[src/rtl/tmr16_pkg.sv]
package tmr16_pkg;
  typedef enum logic [1:0] {
    MODE_INT = 2'd0,
    MODE_EXT = 2'd1,
    MODE_PWM = 2'd2,
    MODE_RSV = 2'd3
  } tmr_mode_e;

  localparam logic [1:0] ADR_CTRL   = 2'd0;
  localparam logic [1:0] ADR_DIV    = 2'd1;
  localparam logic [1:0] ADR_RELOAD = 2'd2;
  localparam logic [1:0] ADR_COUNT  = 2'd3;

  localparam int CTRL_RUN_BIT    = 0;
  localparam int CTRL_PRESET_BIT = 1;
  localparam int CTRL_MODE_LSB   = 2;
endpackage

[src/rtl/tmr16_prescale.sv]
module tmr16_prescale #(
  parameter int DF_W  = 4,
  parameter int PRE_W = 14
) (
  input  logic            clk,
  input  logic            rst,
  input  logic [DF_W-1:0] df,
  output logic            tick
);
  logic [PRE_W-1:0] pre_q;
  logic [PRE_W-1:0] mask;

  always_ff @(posedge clk) begin
    if (rst) pre_q <= '0;
    else     pre_q <= pre_q + 1'b1;
  end

  // mask holds df low ones; a tick occurs when those prescaler bits are all set
  always_comb begin
    for (int i = 0; i < PRE_W; i++) begin
      mask[i] = (i < int'(df));
    end
  end

  assign tick = ((pre_q & mask) == mask);
endmodule

[src/rtl/tmr16_edge_sync.sv]
module tmr16_edge_sync #(
  parameter int STAGES = 2
) (
  input  logic clk,
  input  logic rst,
  input  logic din,
  output logic level,
  output logic rise
);
  logic [STAGES:0] sh_q;

  always_ff @(posedge clk) begin
    if (rst) sh_q <= '0;
    else     sh_q <= {sh_q[STAGES-1:0], din};
  end

  assign level = sh_q[STAGES-1];
  assign rise  = sh_q[STAGES-1] & ~sh_q[STAGES];
endmodule

[src/rtl/tmr16_count_core.sv]
module tmr16_count_core #(
  parameter int CNT_W = 16
) (
  input  logic             clk,
  input  logic             rst,
  input  logic             step,
  input  logic             load,
  input  logic [CNT_W-1:0] reload,
  output logic [CNT_W-1:0] cnt,
  output logic             uf,
  output logic             ser
);
  always_ff @(posedge clk) begin
    if (rst) begin
      cnt <= '0;
      uf  <= 1'b0;
      ser <= 1'b0;
    end else begin
      uf <= 1'b0;
      if (load) begin
        cnt <= reload;
      end else if (step) begin
        if (cnt == '0) begin
          cnt <= reload;
          uf  <= 1'b1;
          ser <= ~ser;
        end else begin
          cnt <= cnt - 1'b1;
        end
      end
    end
  end
endmodule

[src/rtl/tmr16_multimode.sv]
module tmr16_multimode #(
  parameter int CNT_W       = 16,
  parameter int DF_W        = 4,
  parameter int SYNC_STAGES = 2
) (
  input  logic             clk,
  input  logic             rst,
  input  logic             wr_en,
  input  logic [1:0]       wr_addr,
  input  logic [CNT_W-1:0] wr_data,
  input  logic [1:0]       rd_addr,
  output logic [CNT_W-1:0] rd_data,
  input  logic             ext_in,
  output logic             irq_o,
  output logic             ser_clk_o
);
  import tmr16_pkg::*;

  localparam logic [DF_W-1:0] DF_RSV = {DF_W{1'b1}};
  localparam int PRE_W = (1 << DF_W) - 2;

  logic             run_q;
  tmr_mode_e        mode_q;
  logic [DF_W-1:0]  df_q;
  logic [CNT_W-1:0] reload_q;
  logic [CNT_W-1:0] cnt;
  logic [CNT_W-1:0] rd_q;
  logic             tick, ext_level, ext_rise;
  logic             preset_cmd, cfg_legal, mode_sel, step_en;

  always_ff @(posedge clk) begin
    if (rst) begin
      run_q    <= 1'b0;
      mode_q   <= MODE_INT;
      df_q     <= '0;
      reload_q <= '0;
    end else if (wr_en) begin
      case (wr_addr)
        ADR_CTRL: begin
          run_q  <= wr_data[CTRL_RUN_BIT];
          mode_q <= tmr_mode_e'(wr_data[CTRL_MODE_LSB +: 2]);
        end
        ADR_DIV:    df_q     <= wr_data[DF_W-1:0];
        ADR_RELOAD: reload_q <= wr_data;
        default: ;
      endcase
    end
  end

  assign preset_cmd = wr_en && (wr_addr == ADR_CTRL) && wr_data[CTRL_PRESET_BIT];

  tmr16_prescale #(.DF_W(DF_W), .PRE_W(PRE_W)) u_pre (
    .clk (clk),
    .rst (rst),
    .df  (df_q),
    .tick(tick)
  );

  tmr16_edge_sync #(.STAGES(SYNC_STAGES)) u_sync (
    .clk  (clk),
    .rst  (rst),
    .din  (ext_in),
    .level(ext_level),
    .rise (ext_rise)
  );

  always_comb begin
    case (mode_q)
      MODE_INT: mode_sel = tick;
      MODE_EXT: mode_sel = ext_rise;
      MODE_PWM: mode_sel = tick & ext_level;
      default:  mode_sel = 1'b0;
    endcase
  end

  assign cfg_legal = (mode_q != MODE_RSV) && (df_q != DF_RSV);
  assign step_en   = run_q & cfg_legal & mode_sel;

  tmr16_count_core #(.CNT_W(CNT_W)) u_core (
    .clk   (clk),
    .rst   (rst),
    .step  (step_en),
    .load  (preset_cmd),
    .reload(reload_q),
    .cnt   (cnt),
    .uf    (irq_o),
    .ser   (ser_clk_o)
  );

  always_ff @(posedge clk) begin
    if (rst) begin
      rd_q <= '0;
    end else begin
      case (rd_addr)
        ADR_CTRL:   rd_q <= CNT_W'({mode_q, 1'b0, run_q});
        ADR_DIV:    rd_q <= CNT_W'(df_q);
        ADR_RELOAD: rd_q <= reload_q;
        default:    rd_q <= cnt;
      endcase
    end
  end

  assign rd_data = rd_q;
endmodule

[config.mk]
export PLATFORM = sky130hd
export DESIGN_NAME = tmr16_multimode
export DESIGN_NICKNAME = d
export VERILOG_FILES = /design/src/rtl/tmr16_pkg.sv /design/src/rtl/tmr16_prescale.sv /design/src/rtl/tmr16_edge_sync.sv /design/src/rtl/tmr16_count_core.sv /design/src/rtl/tmr16_multimode.sv
export SDC_FILE = /design/constraint.sdc
export NUM_CORES = 1
export LEC_CHECK = 0
export ABC_CLOCK_PERIOD_IN_PS = 2200
export BUFFER_PORTS_ARGS = -buffer_cell sky130_fd_sc_hd__buf_2
export CAP_MARGIN = 40
export CORE_MARGIN = 10
export CORE_UTILIZATION = 50
export CTS_BUF_LIST = sky130_fd_sc_hd__clkbuf_8
export DETAILED_ROUTE_END_ITERATION = 7
export PLACE_DENSITY = 0.73
export SKIP_LAST_GASP = 1
export SLEW_MARGIN = 20
export SYNTH_ARGS = -nofsm -noshare
export SYNTH_HDL_FRONTEND = slang
export SYNTH_SLANG_ARGS = --single-unit
[constraint.sdc]
create_clock -name clk -period 2.2 [get_ports clk]
set_input_delay 0.11 -clock clk [delete_from_list [all_inputs] [get_ports clk]]
set_output_delay 0.11 -clock clk [all_outputs]
set_load 0.02 [all_outputs]
==> key figures <==
Power and ir drop
  – IR drop worst, VDD: 0.5802 mV
  – Switch share: 37.71%
  – PwrDens: 1004 nW/um^2
  – Seq pwr share: 33.8%
  – Tot Pwr: 0.004393 W
  – Clock power share: 23.7%
  – Sw Pwr: 0.001656 W
  – Logic pwr share: 42.5%
  – Leak Pwr: 1.828 nW
  – Int Power: 0.002736 W

Clocking
  – TritonCTS clock tree: built
  – H-tree level count: 3
  – Root buf cell: clkbuf_8
  – CTS sink count: 74
  – Total CTS buffers: 9
  – Worst-path clk slew: 80 ps
  – Worst-case clock buffer depth: 2
  – Clk Latency, worst-skew pair: 350 ps

Layout
  – Number of nets in the layout: 524
  – Most frequent cells in the layout: 73 x dfxtp_1, 63 x nand2_1, 55 x nor2_1
  – Final non-filler cell area: 4375 um^2
  – Syn-to-layout area delta: 23.53%
  – Commonest non-fill, non-tap cell in the layout: dfxtp_1
  – Layout cells sized above 1: 22.24%
  – Fin util: 64.05%
  – Diode count: 0
  – # fillers: 619
  – Area of the multi-input gates: 1944 um^2
  – Non-Filler Instances: 595
  – Reg area: 1483 um^2

Placement
  – Placed Area: 3960 um^2
  – Final GP Congestion: 0.8464
  – Cells after DPL: 564
  – Port buffer count: 41
  – DP HPWL: 6.299 mm

Critical path
  – Worst R2R Setup Slack: -130 ps
  – Worst Path Arrival: 2570 ps
  – Critical path endpoint category: flip-flop
  – Cell Chain, Critical Path: nor4_4 -> nor2_1 -> a2111o_1 -> or4b_4 -> buf_12 -> a21oi_4 -> mux2_4
  – Critical-path top delay cell: or4b_4
  – Worst path max stage delay: 560 ps
  – CP required: 2450 ps
  – Crit Path Category: flip-flop to flip-flop
  – CP max FO: 5
  – Crit start category: flip-flop

STA
  – RSZ-0062 raised after global routing: yes
  – Slew Viols, Final: 0
  – Post-route minimum period: 2326 ps
  – Setup TNS: -1386 ps
  – Final Hold Fails: 0
  – Fin crit share: 105.7%
  – Setup WS post-layout: -126.5 ps
  – Relative slew slack: 45.83%
  – Tightest Pin Transition: 810.1 ps
  – Setup Skew: 8.006 ps
  – Final setup fails: 16
  – Fmax: 429.8 MHz

Synth
  – Synth Instances: 424
  – Ys flop type: dfxtp_1
  – Syn nets: 454
  – Yosys cell types: 53
  – Yosys Warn Count: 0
  – Yosys reg bits: 74
  – Post-synth EDFFs: 0
  – Syn Std Cell Area: 3542 um^2
  – Syn_area_per_cell: 8.354 um^2
  – Register area share after synthesis: 41.82%
  – FFs w/ async S/R, synth: 0%

Drt
  – DR pass1 iterations: 4
  – Drc violations: 0
  – Detailed Route WL: 9.212 mm
  – Iter 0 DRT Violations: 200
  – WL/cell: 15.48 um
  – Vias/cell: 5.555
  – Vias: 3305
  – Antenna Nets Post-Route: 0

Die
  – Initial core utilization: 51.85%
  – Row count: 30
  – Die width: 104.2 um
  – DIE AREA: 10850 um^2
  – IO Pins: 42
  – Core Area: 6832 um^2
  – Die H: 104.2 um

Global routing
  – GRT overflow: 0
  – Largest net degree at the start of global routing: 49
  – Vias in the first global route: 3227
  – First-pass GRT wire length: 15.54 mm
  – Total track usage: 16.99%
  – Initial antenna violation count: 0

Outcome
  – Violated checks: negative setup slack
  – Status: finished, violations left

Flow run
  – Max cap viols: 0

Min path
  – Hold Path Class: input port to flip-flop
[synthesized netlist by cell type (3+ instances only)]
cell type / instances / area (um^2)
xor2_1: 6 / 52.55
nor2b_1: 11 / 68.82
nand3_1: 7 / 35.03
nor3b_1: 4 / 30.03
ha_1: 6 / 75.07
xnor2_1: 3 / 26.28
a211oi_1: 3 / 22.52
clkbuf_1: 11 / 41.29
buf_2: 5 / 25.02
or4_1: 5 / 37.54
o22ai_1: 15 / 93.84
and3_1: 4 / 25.02
a21oi_1: 50 / 250.2
inv_1: 9 / 33.78
nor4_1: 8 / 50.05
dfxtp_1: 74 / 1481
o21ai_0: 6 / 30.03
mux4_2: 3 / 67.56
buf_1: 6 / 22.52
buf_6: 5 / 56.30
or3_1: 6 / 37.54
nor2_1: 55 / 206.5
nor3_1: 6 / 30.03
nand2_1: 63 / 236.5
mux2i_1: 18 / 180.2
[worst paths after layout]
kind                       start        endpoint  cells after the start
setup / recovery         df_q[1]      u_core.ser                      7
setup reg to reg         df_q[1]      u_core.ser                      7
hold / removal       wr_data[10]    reload_q[10]                      3
hold reg to reg   u_sync.sh_q[0]  u_sync.sh_q[1]                      1
[area by class of cell]
cell class                 instances  area share, %
clock buffer                      14          4.404
multi-input combinational        315          44.44
tap                               96          2.745
sequential                        74          33.89
timing repair buffer              85          13.55
inverter                           9         0.7721
clock inverter                     2         0.2002
[worst max-delay path: cells and delay by family, from the launching register on]
family / cells / cell delay [ps]
compound gates: 2 / 500
buf+inv: 1 / 160
flops: 1 / 340
mux: 1 / 310
simple gates: 3 / 910
[per-layer routing]
| layer | part of all wire (%) | wire [um] | GRT usage [%] |
|---|---|---|---|
| met5 | 0 | 0 | 0 |
| met4 | 1.2 | 112 | 5.666 |
| met1 | 46 | 4274 | 21.78 |
| met3 | 6.5 | 601 | 4.461 |
| met2 | 46 | 4223 | 26.94 |
[power by group through the flow]
stage / combinational [W] / sequential [W] / clock (W)
floorplan: 0.00137 / 0.00151 / 0
global placement: 0.00172 / 0.00151 / 0
detailed placement: 0.00175 / 0.00151 / 0
CTS: 0.00182 / 0.00148 / 0.00105
global route: 0.00209 / 0.00149 / 0.00112
finish: 0.00187 / 0.00148 / 0.00104
[cells by family (layout without fill, tap and decap cells)]
logic type	Yosys count	in the layout	synth area share, %
xor+xnor	9	9	2.225
flops	74	74	41.82
simple gates	183	183	24.80
mux	23	23	7.630
compound gates	93	94	16.36
buf+inv	36	110	5.051
fa+ha+maj	6	6	2.119
[sequential cells by signal (all words and copies together), names as in the netlist]
name         count
u_core.ser       1
df_q             4
u_sync.sh_q      3
rd_data         16
mode_q           2
run_q            1
reload_q        16
u_core.cnt      16
u_pre.pre_q     14
u_core.uf        1
[through the flow]
stage / setup slack (ps) / hold slack, ps
floorplan: -30.97 / 238.2
global placement: -28.51 / 328.4
global route: -198.8 / 28.92
CTS: -103.1 / 4.783
finish: -126.5 / 10.64
detailed placement: -92.36 / 330.3
[what timing repair did]
item	4_1_cts	5_1_grt
pin swaps	4	5
resized for setup	10	4
setup buffers	3	1
hold buffers	10	0
endpoints found under the hold margin	10	0
gates cloned	1	0
endpoints found under the setup margin	16	18
(Power assumes the default switching activity.)
